## config.mk

```make
export PLATFORM = sky130hd
export DESIGN_NAME = range_clamp
export DESIGN_NICKNAME = d
export VERILOG_FILES = /design/src/rtl/rclamp_pkg.sv /design/src/rtl/rclamp_ctrl.sv /design/src/rtl/rclamp_dp.sv /design/src/rtl/range_clamp.sv
export SDC_FILE = /design/constraint.sdc
export NUM_CORES = 1
export LEC_CHECK = 0
export ABC_AREA = 1
export CORE_MARGIN = 2
export CORE_UTILIZATION = 50
export DETAILED_ROUTE_END_ITERATION = 8
export DONT_BUFFER_PORTS = 1
export HOLD_SLACK_MARGIN = 0.12
export PLACE_DENSITY_LB_ADDON = 0.2
export SYNTH_ARGS = -nofsm -noshare
export SYNTH_HDL_FRONTEND = slang
export SYNTH_SLANG_ARGS = --single-unit
export TNS_END_PERCENT = 5
```

## constraint.sdc

```tcl
create_clock -name clk -period 4.4 [get_ports clk]
set_clock_uncertainty 0.1 [all_clocks]
set_input_delay 1.1 -clock clk [delete_from_list [all_inputs] [get_ports clk]]
set_output_delay 1.1 -clock clk [all_outputs]
set_load 0.05 [all_outputs]
```

## src/rtl/rclamp_pkg.sv

```systemverilog
package rclamp_pkg;

  localparam int unsigned CODE_W = 3;

  localparam logic [CODE_W-1:0] FMT_FULL  = 3'd0;
  localparam logic [CODE_W-1:0] FMT_LIM8  = 3'd1;
  localparam logic [CODE_W-1:0] FMT_LIM10 = 3'd2;
  localparam logic [CODE_W-1:0] FMT_LIM12 = 3'd3;
  localparam logic [CODE_W-1:0] FMT_PROG  = 3'd7;

  // Strobes from the control to the datapath
  typedef struct packed {
    logic clampOn;
    logic useProg;
  } clampCtl_t;

  // Scale an 8-bit video level to 'depth' bits, then left-align it in 'width' bits
  function automatic int unsigned scaleLevel(input int unsigned level8,
                                             input int unsigned depth,
                                             input int unsigned width);
    return (level8 << (depth - 8)) << (width - depth);
  endfunction

endpackage

```

## src/rtl/rclamp_ctrl.sv

```systemverilog
module rclamp_ctrl
  import rclamp_pkg::*;
#(
  parameter int unsigned PIX_W  = 12,
  parameter int unsigned NUM_CH = 3,
  parameter logic [PIX_W-1:0] LO_DEF = 12'h010,
  parameter logic [PIX_W-1:0] HI_DEF = 12'hFEF
) (
  input  logic                    clk,
  input  logic                    rstN,
  input  logic                    frameStart,
  input  logic                    cfgEnable,
  input  logic [CODE_W-1:0]       cfgFormat,
  input  logic [PIX_W-1:0]        cfgLo [NUM_CH],
  input  logic [PIX_W-1:0]        cfgHi [NUM_CH],
  output clampCtl_t               ctl,
  output logic [PIX_W-1:0]        bndLo [NUM_CH],
  output logic [PIX_W-1:0]        bndHi [NUM_CH]
);

  localparam int unsigned VID_LO = 16;
  localparam int unsigned VID_HI = 235;

  localparam logic [PIX_W-1:0] FIX_LO8  = PIX_W'(scaleLevel(VID_LO, 8,  PIX_W));
  localparam logic [PIX_W-1:0] FIX_HI8  = PIX_W'(scaleLevel(VID_HI, 8,  PIX_W));
  localparam logic [PIX_W-1:0] FIX_LO10 = PIX_W'(scaleLevel(VID_LO, 10, PIX_W));
  localparam logic [PIX_W-1:0] FIX_HI10 = PIX_W'(scaleLevel(VID_HI, 10, PIX_W));
  localparam logic [PIX_W-1:0] FIX_LO12 = PIX_W'(scaleLevel(VID_LO, 12, PIX_W));
  localparam logic [PIX_W-1:0] FIX_HI12 = PIX_W'(scaleLevel(VID_HI, 12, PIX_W));

  // Active (frame-aligned) configuration
  logic                actEn;
  logic [CODE_W-1:0]   actFmt;
  logic [PIX_W-1:0]    actLo [NUM_CH];
  logic [PIX_W-1:0]    actHi [NUM_CH];

  always_ff @(posedge clk or negedge rstN) begin
    if (!rstN) begin
      actEn  <= 1'b0;
      actFmt <= FMT_FULL;
      for (int c = 0; c < NUM_CH; c++) begin
        actLo[c] <= LO_DEF;
        actHi[c] <= HI_DEF;
      end
    end else if (frameStart) begin
      actEn  <= cfgEnable;
      actFmt <= cfgFormat;
      for (int c = 0; c < NUM_CH; c++) begin
        actLo[c] <= cfgLo[c];
        actHi[c] <= cfgHi[c];
      end
    end
  end

  // Format decode
  logic             isFixed;
  logic             isProg;
  logic [PIX_W-1:0] fixLo;
  logic [PIX_W-1:0] fixHi;

  always_comb begin
    isFixed = 1'b0;
    fixLo   = FIX_LO12;
    fixHi   = FIX_HI12;
    case (actFmt)
      FMT_LIM8:  begin isFixed = 1'b1; fixLo = FIX_LO8;  fixHi = FIX_HI8;  end
      FMT_LIM10: begin isFixed = 1'b1; fixLo = FIX_LO10; fixHi = FIX_HI10; end
      FMT_LIM12: begin isFixed = 1'b1; fixLo = FIX_LO12; fixHi = FIX_HI12; end
      default:   ;
    endcase
  end

  assign isProg      = (actFmt == FMT_PROG);
  assign ctl.clampOn = actEn & (isFixed | isProg);
  assign ctl.useProg = actEn & isProg;

  for (genvar c = 0; c < NUM_CH; c++) begin : g_bnd
    assign bndLo[c] = ctl.useProg ? actLo[c] : fixLo;
    assign bndHi[c] = ctl.useProg ? actHi[c] : fixHi;
  end

  // The configuration seen by the datapath moves only on a frame strobe
  AST_CTL_FRAME_ALIGNED: assert property (@(posedge clk) disable iff (!rstN)
    !frameStart |=> $stable(ctl)) else $error("ctl changed without frameStart");

endmodule

```

## src/rtl/rclamp_dp.sv

```systemverilog
module rclamp_dp
  import rclamp_pkg::*;
#(
  parameter int unsigned PIX_W  = 12,
  parameter int unsigned NUM_CH = 3
) (
  input  logic             clk,
  input  logic             rstN,
  input  clampCtl_t        ctl,
  input  logic [PIX_W-1:0] bndLo [NUM_CH],
  input  logic [PIX_W-1:0] bndHi [NUM_CH],
  input  logic             pixValid,
  input  logic [PIX_W-1:0] pixIn  [NUM_CH],
  output logic             outValid,
  output logic [PIX_W-1:0] pixOut [NUM_CH]
);

  always_ff @(posedge clk or negedge rstN) begin
    if (!rstN) outValid <= 1'b0;
    else       outValid <= pixValid;
  end

  AST_VALID_SET: assert property (@(posedge clk) disable iff (!rstN)
    pixValid |=> outValid) else $error("valid lost");
  AST_VALID_CLR: assert property (@(posedge clk) disable iff (!rstN)
    !pixValid |=> !outValid) else $error("spurious valid");

  for (genvar c = 0; c < NUM_CH; c++) begin : g_ch
    logic [PIX_W-1:0] nextVal;

    always_comb begin
      if (!ctl.clampOn)              nextVal = pixIn[c];
      else if (pixIn[c] < bndLo[c])  nextVal = bndLo[c];
      else if (pixIn[c] > bndHi[c])  nextVal = bndHi[c];
      else                           nextVal = pixIn[c];
    end

    always_ff @(posedge clk or negedge rstN) begin
      if (!rstN)         pixOut[c] <= '0;
      else if (pixValid) pixOut[c] <= nextVal;
    end

    AST_IN_RANGE: assert property (@(posedge clk) disable iff (!rstN)
      (pixValid && ctl.clampOn && (bndLo[c] <= bndHi[c])) |=>
        ((pixOut[c] >= $past(bndLo[c])) && (pixOut[c] <= $past(bndHi[c]))))
      else $error("component out of range");
    AST_BYPASS: assert property (@(posedge clk) disable iff (!rstN)
      (pixValid && !ctl.clampOn) |=> (pixOut[c] == $past(pixIn[c])))
      else $error("bypass altered data");
    AST_HOLD: assert property (@(posedge clk) disable iff (!rstN)
      !pixValid |=> $stable(pixOut[c])) else $error("output moved without valid");
  end

endmodule

```

## src/rtl/range_clamp.sv

```systemverilog
module range_clamp
  import rclamp_pkg::*;
#(
  parameter int unsigned PIX_W = 12
) (
  input  logic              clk,
  input  logic              rstN,
  input  logic              frameStart,
  input  logic              cfgEnable,
  input  logic [2:0]        cfgFormat,
  input  logic [PIX_W-1:0]  cfgLoR,
  input  logic [PIX_W-1:0]  cfgHiR,
  input  logic [PIX_W-1:0]  cfgLoG,
  input  logic [PIX_W-1:0]  cfgHiG,
  input  logic [PIX_W-1:0]  cfgLoB,
  input  logic [PIX_W-1:0]  cfgHiB,
  input  logic              pixValid,
  input  logic [PIX_W-1:0]  pixR,
  input  logic [PIX_W-1:0]  pixG,
  input  logic [PIX_W-1:0]  pixB,
  output logic              outValid,
  output logic [PIX_W-1:0]  outR,
  output logic [PIX_W-1:0]  outG,
  output logic [PIX_W-1:0]  outB
);

  localparam int unsigned NUM_CH = 3;

  clampCtl_t        ctl;
  logic [PIX_W-1:0] cfgLo  [NUM_CH];
  logic [PIX_W-1:0] cfgHi  [NUM_CH];
  logic [PIX_W-1:0] bndLo  [NUM_CH];
  logic [PIX_W-1:0] bndHi  [NUM_CH];
  logic [PIX_W-1:0] pixIn  [NUM_CH];
  logic [PIX_W-1:0] pixOut [NUM_CH];

  assign cfgLo[0] = cfgLoR;  assign cfgHi[0] = cfgHiR;
  assign cfgLo[1] = cfgLoG;  assign cfgHi[1] = cfgHiG;
  assign cfgLo[2] = cfgLoB;  assign cfgHi[2] = cfgHiB;
  assign pixIn[0] = pixR;
  assign pixIn[1] = pixG;
  assign pixIn[2] = pixB;
  assign outR = pixOut[0];
  assign outG = pixOut[1];
  assign outB = pixOut[2];

  rclamp_ctrl #(.PIX_W(PIX_W), .NUM_CH(NUM_CH)) u_ctrl (
    .clk(clk), .rstN(rstN), .frameStart(frameStart),
    .cfgEnable(cfgEnable), .cfgFormat(cfgFormat),
    .cfgLo(cfgLo), .cfgHi(cfgHi),
    .ctl(ctl), .bndLo(bndLo), .bndHi(bndHi)
  );

  rclamp_dp #(.PIX_W(PIX_W), .NUM_CH(NUM_CH)) u_dp (
    .clk(clk), .rstN(rstN), .ctl(ctl),
    .bndLo(bndLo), .bndHi(bndHi),
    .pixValid(pixValid), .pixIn(pixIn),
    .outValid(outValid), .pixOut(pixOut)
  );

endmodule

```

==> metrics.md <==
| Metric | Value |
|---|---|
| Status | complete, no violations |
| RSZ-0062 raised after global routing | no |
| Asr flop ratio synth | 100% |
| 1st-iter DRT viols | approximately 350 |
| Clock Tree Buf Depth | 2 |
| Final hold viol count | 0 |
| Clock Latency Late Sink | around 0.42 ns |
| Cts bufs inserted | 17 |
| HPWL after DPL | 12700 um |
| Largest net degree at the start of global routing | 114 |
| ANT nets after route | 0 |
| GPL Wtd Cong | approximately 0.85 |
| Critical path capture point type | flip-flop |
| Worst-path cell chain | nand2_1, nor2_8, inv_2, nor2_1, ha_1, nand2_1, nor2_1, and2_1, nand2_1, nand3_1, nand2_1, o21ai_0, nand2_1, nand2_1, nand2_1, nand2_1 |
| Fin. max-slew vios | 0 |
| H-tree depth | 4 |
| Hold slack | roughly 0.27 ns |
| Routed WL | about 18000 um |
| Number of global-route vias before repair | roughly 5900 |
| N_diodes | 0 |
| Top_reg_cell synth | dfrtp_1 |
| CTS root buf | clkbuf_16 |
| Count of input and output buffers | 0 |
| Drt drc | 0 |
| Mapped cell area | between 7000 and 8000 um^2 |
| Max incr delay on CP | about 0.56 ns |
| First-pass GRT wire length | just over 30000 um |
| EDFF count, synth | 0 |
| Die Y | approximately 130 um |
| DP Cell Count | ~1100 |
| Crit-path slowest cell | inv_2 |
| DR vias/cell | approximately 5.3 |
| Pleak | around 4.2 nW |
| Dpl ws | 0.821 ns |
| Final period util | about four fifths |
| Post-CTS Hold Buffers | 0 |
| CP Data Required Time | approximately 4.7 ns |
| Synth Register Bits | around 110 |
| Pre-antenna DRT Iters | 5 |
| Post-layout minimum cycle time | ~3.6 ns |
| Gr usage total | between 20% and 30% |
| Count of max-cap constraint violations | 0 |
| Clock net sink count | 113 |
| Area delta synth->final | 9.46% |
| Arr. time, crit path | 3.86 ns |
| # IOs | 153 |
| Most used cell, CP | nand2_1 |
| Initial antenna violation count | 0 |
| Critical R2R Capture | u_dp.pixOut[31] |
| Final total power | 3.40 mW |
| R2r startpoint | u_ctrl.actEn |
| Post-synthesis sequential area ratio | roughly 38% |
| Final Worst Setup Slack | between 0.8 and 0.9 ns |
| Final Non-Filler Cells | 1149 |
| CP max FO | a little over 40 |
| Clock slew at reported path FFs | 0.06 ns |
| Grt ovf | 0 |
| Nets | 1133 |
| Cell variety after synth | 30 |
| Hold WC Path Type | in -> async |
| Yosys warning count | 0 |
| Share of cells above drive strength 1 | 15.0% |
| Die Area | roughly 16000 um^2 |
| Die X | 127 um |
| Startpoint Class | flip-flop |
| Critical path class | reg -> reg |
| Row count | 45 |
| Post-CTS resize count | 0 |
| F_max | around 0.28 GHz |
| VDD IR-drop max | about 0.00030 V |
| Worst slew pin tran | between 0.8 and 0.9 ns |
| Setup_tns | 0 ns |
| Synth Instances | ~1000 |
| Syn avg cell area | around 8 um^2 |
| PD cells | around 410 nW/um^2 |
| R2r worst-path depth | 16 |
| Worst slew margin | about two fifths |
| Post-CTS Setup Repair Bufs | 0 |
| Starting density of the core | between 50% and 60% |
| Syn_nets | roughly 1200 |
| Setup violators final | 0 |
| Reg2Reg Setup Slack | a little over 0.8 ns |
| Core area | 15000 um^2 |
| DR WL/cell | approximately 16 um |
| CTS tree | yes |
| Vias | 6048 |
## state kept, by name (all words and copies together) (netlist names)
register	count
u_ctrl.actEn	1
u_dp.outValid	1
u_ctrl.actFmt	3
u_ctrl.actHi	36
u_dp.pixOut	36
u_ctrl.actLo	36
## critical path: cells and delay by family (launching register included)
kind / cells / cell delay [ns]
flops: 1 / 0.37
fa+ha+maj: 1 / 0.34
simple gates: 13 / 1.82
buf+inv: 1 / 0.56
compound gates: 1 / 0.35
## synthesized netlist by cell type (all sizes together) (5+ instances only)
master	count	area (um^2)
dfrtp	77	1930
o21ai	65	329
dfstp	36	946
nor2	91	358
a21oi	61	305
mux2	56	631
inv	130	488
buf	23	130
ha	69	863
nand3	62	360
nand2	245	930
nand3b	20	150
nand4	5	31.3
clkbuf	22	83.8
## metrics by stage
step	utilization, %	cell area, um^2
global placement	50.8	7640
CTS	55.3	8310
finish	55.3	8310
detailed placement	50.8	7640
floorplan	-	7590
global route	55.3	8310
## worst max path at each step
stage | start | end | slack (ns)
2_1_floorplan | pixB[11] | u_dp.pixOut[10] | 1.83
3_3_place_gp | u_ctrl.actEn | u_dp.pixOut[31] | 0.94
3_5_place_dp | u_ctrl.actEn | u_dp.pixOut[4] | 0.82
4_1_cts | u_ctrl.actEn | u_dp.pixOut[1] | 0.80
5_1_grt | u_ctrl.actFmt[1] | u_dp.pixOut[11] | 0.30
6_report | u_ctrl.actEn | u_dp.pixOut[31] | 0.81
## power by group
part           total, mW  internal (mW)  switching (mW)
Sequential          1.43           1.18           0.252
Clock               1.57           1.07           0.500
Combinational      0.397          0.172           0.226
## cells in the final DEF, fill, tap and decap left out, types with 2 or more instances in the layout
cell and count:
and2_1 2, nand3b_1 20, clkinv_2 3, o21ai_0 64, nand3_1 52, nand2_1 241, clkbuf_16 17, nand3_2 10
dfrtp_1 77, a21o_1 2, nand4_1 5, buf_4 3, dfstp_2 36, clkinvlp_4 3, mux2_2 56, ha_1 69
bufinv_16 6, inv_1 129, nor2_1 90, nand2_2 4, a21oi_1 61
## area by class of cell
class | count | area (um^2)
tap | 188 | 235
clock inverter | 14 | 235
clock buffer | 18 | 439
multi-input combinational | 683 | 4020
timing repair buffer | 3 | 22.5
inverter | 130 | 488
fill | 1404 | 6720
sequential | 113 | 2870
## metal layers
metal	GRT usage, %	wire length, um	vias to the layer above
li1	-	-	3077
met1	30.0	8080	2794
met2	38.7	8690	159
met3	7.33	1270	18
met4	8.53	325	0
met5	0	0	-
## cells by family (layout without fill, tap and decap cells)
family / after synthesis / in the layout / share of synthesized area (%)
DFF: 113 / 113 / 37.8
buffers and inverters: 175 / 165 / 9.25
muxes: 56 / 56 / 8.31
adders and majority gates: 69 / 69 / 11.4
AOI/OAI and AO/OA: 131 / 131 / 8.83
and+or+nand+nor: 427 / 427 / 24.4
(Power assumes the default switching activity.)
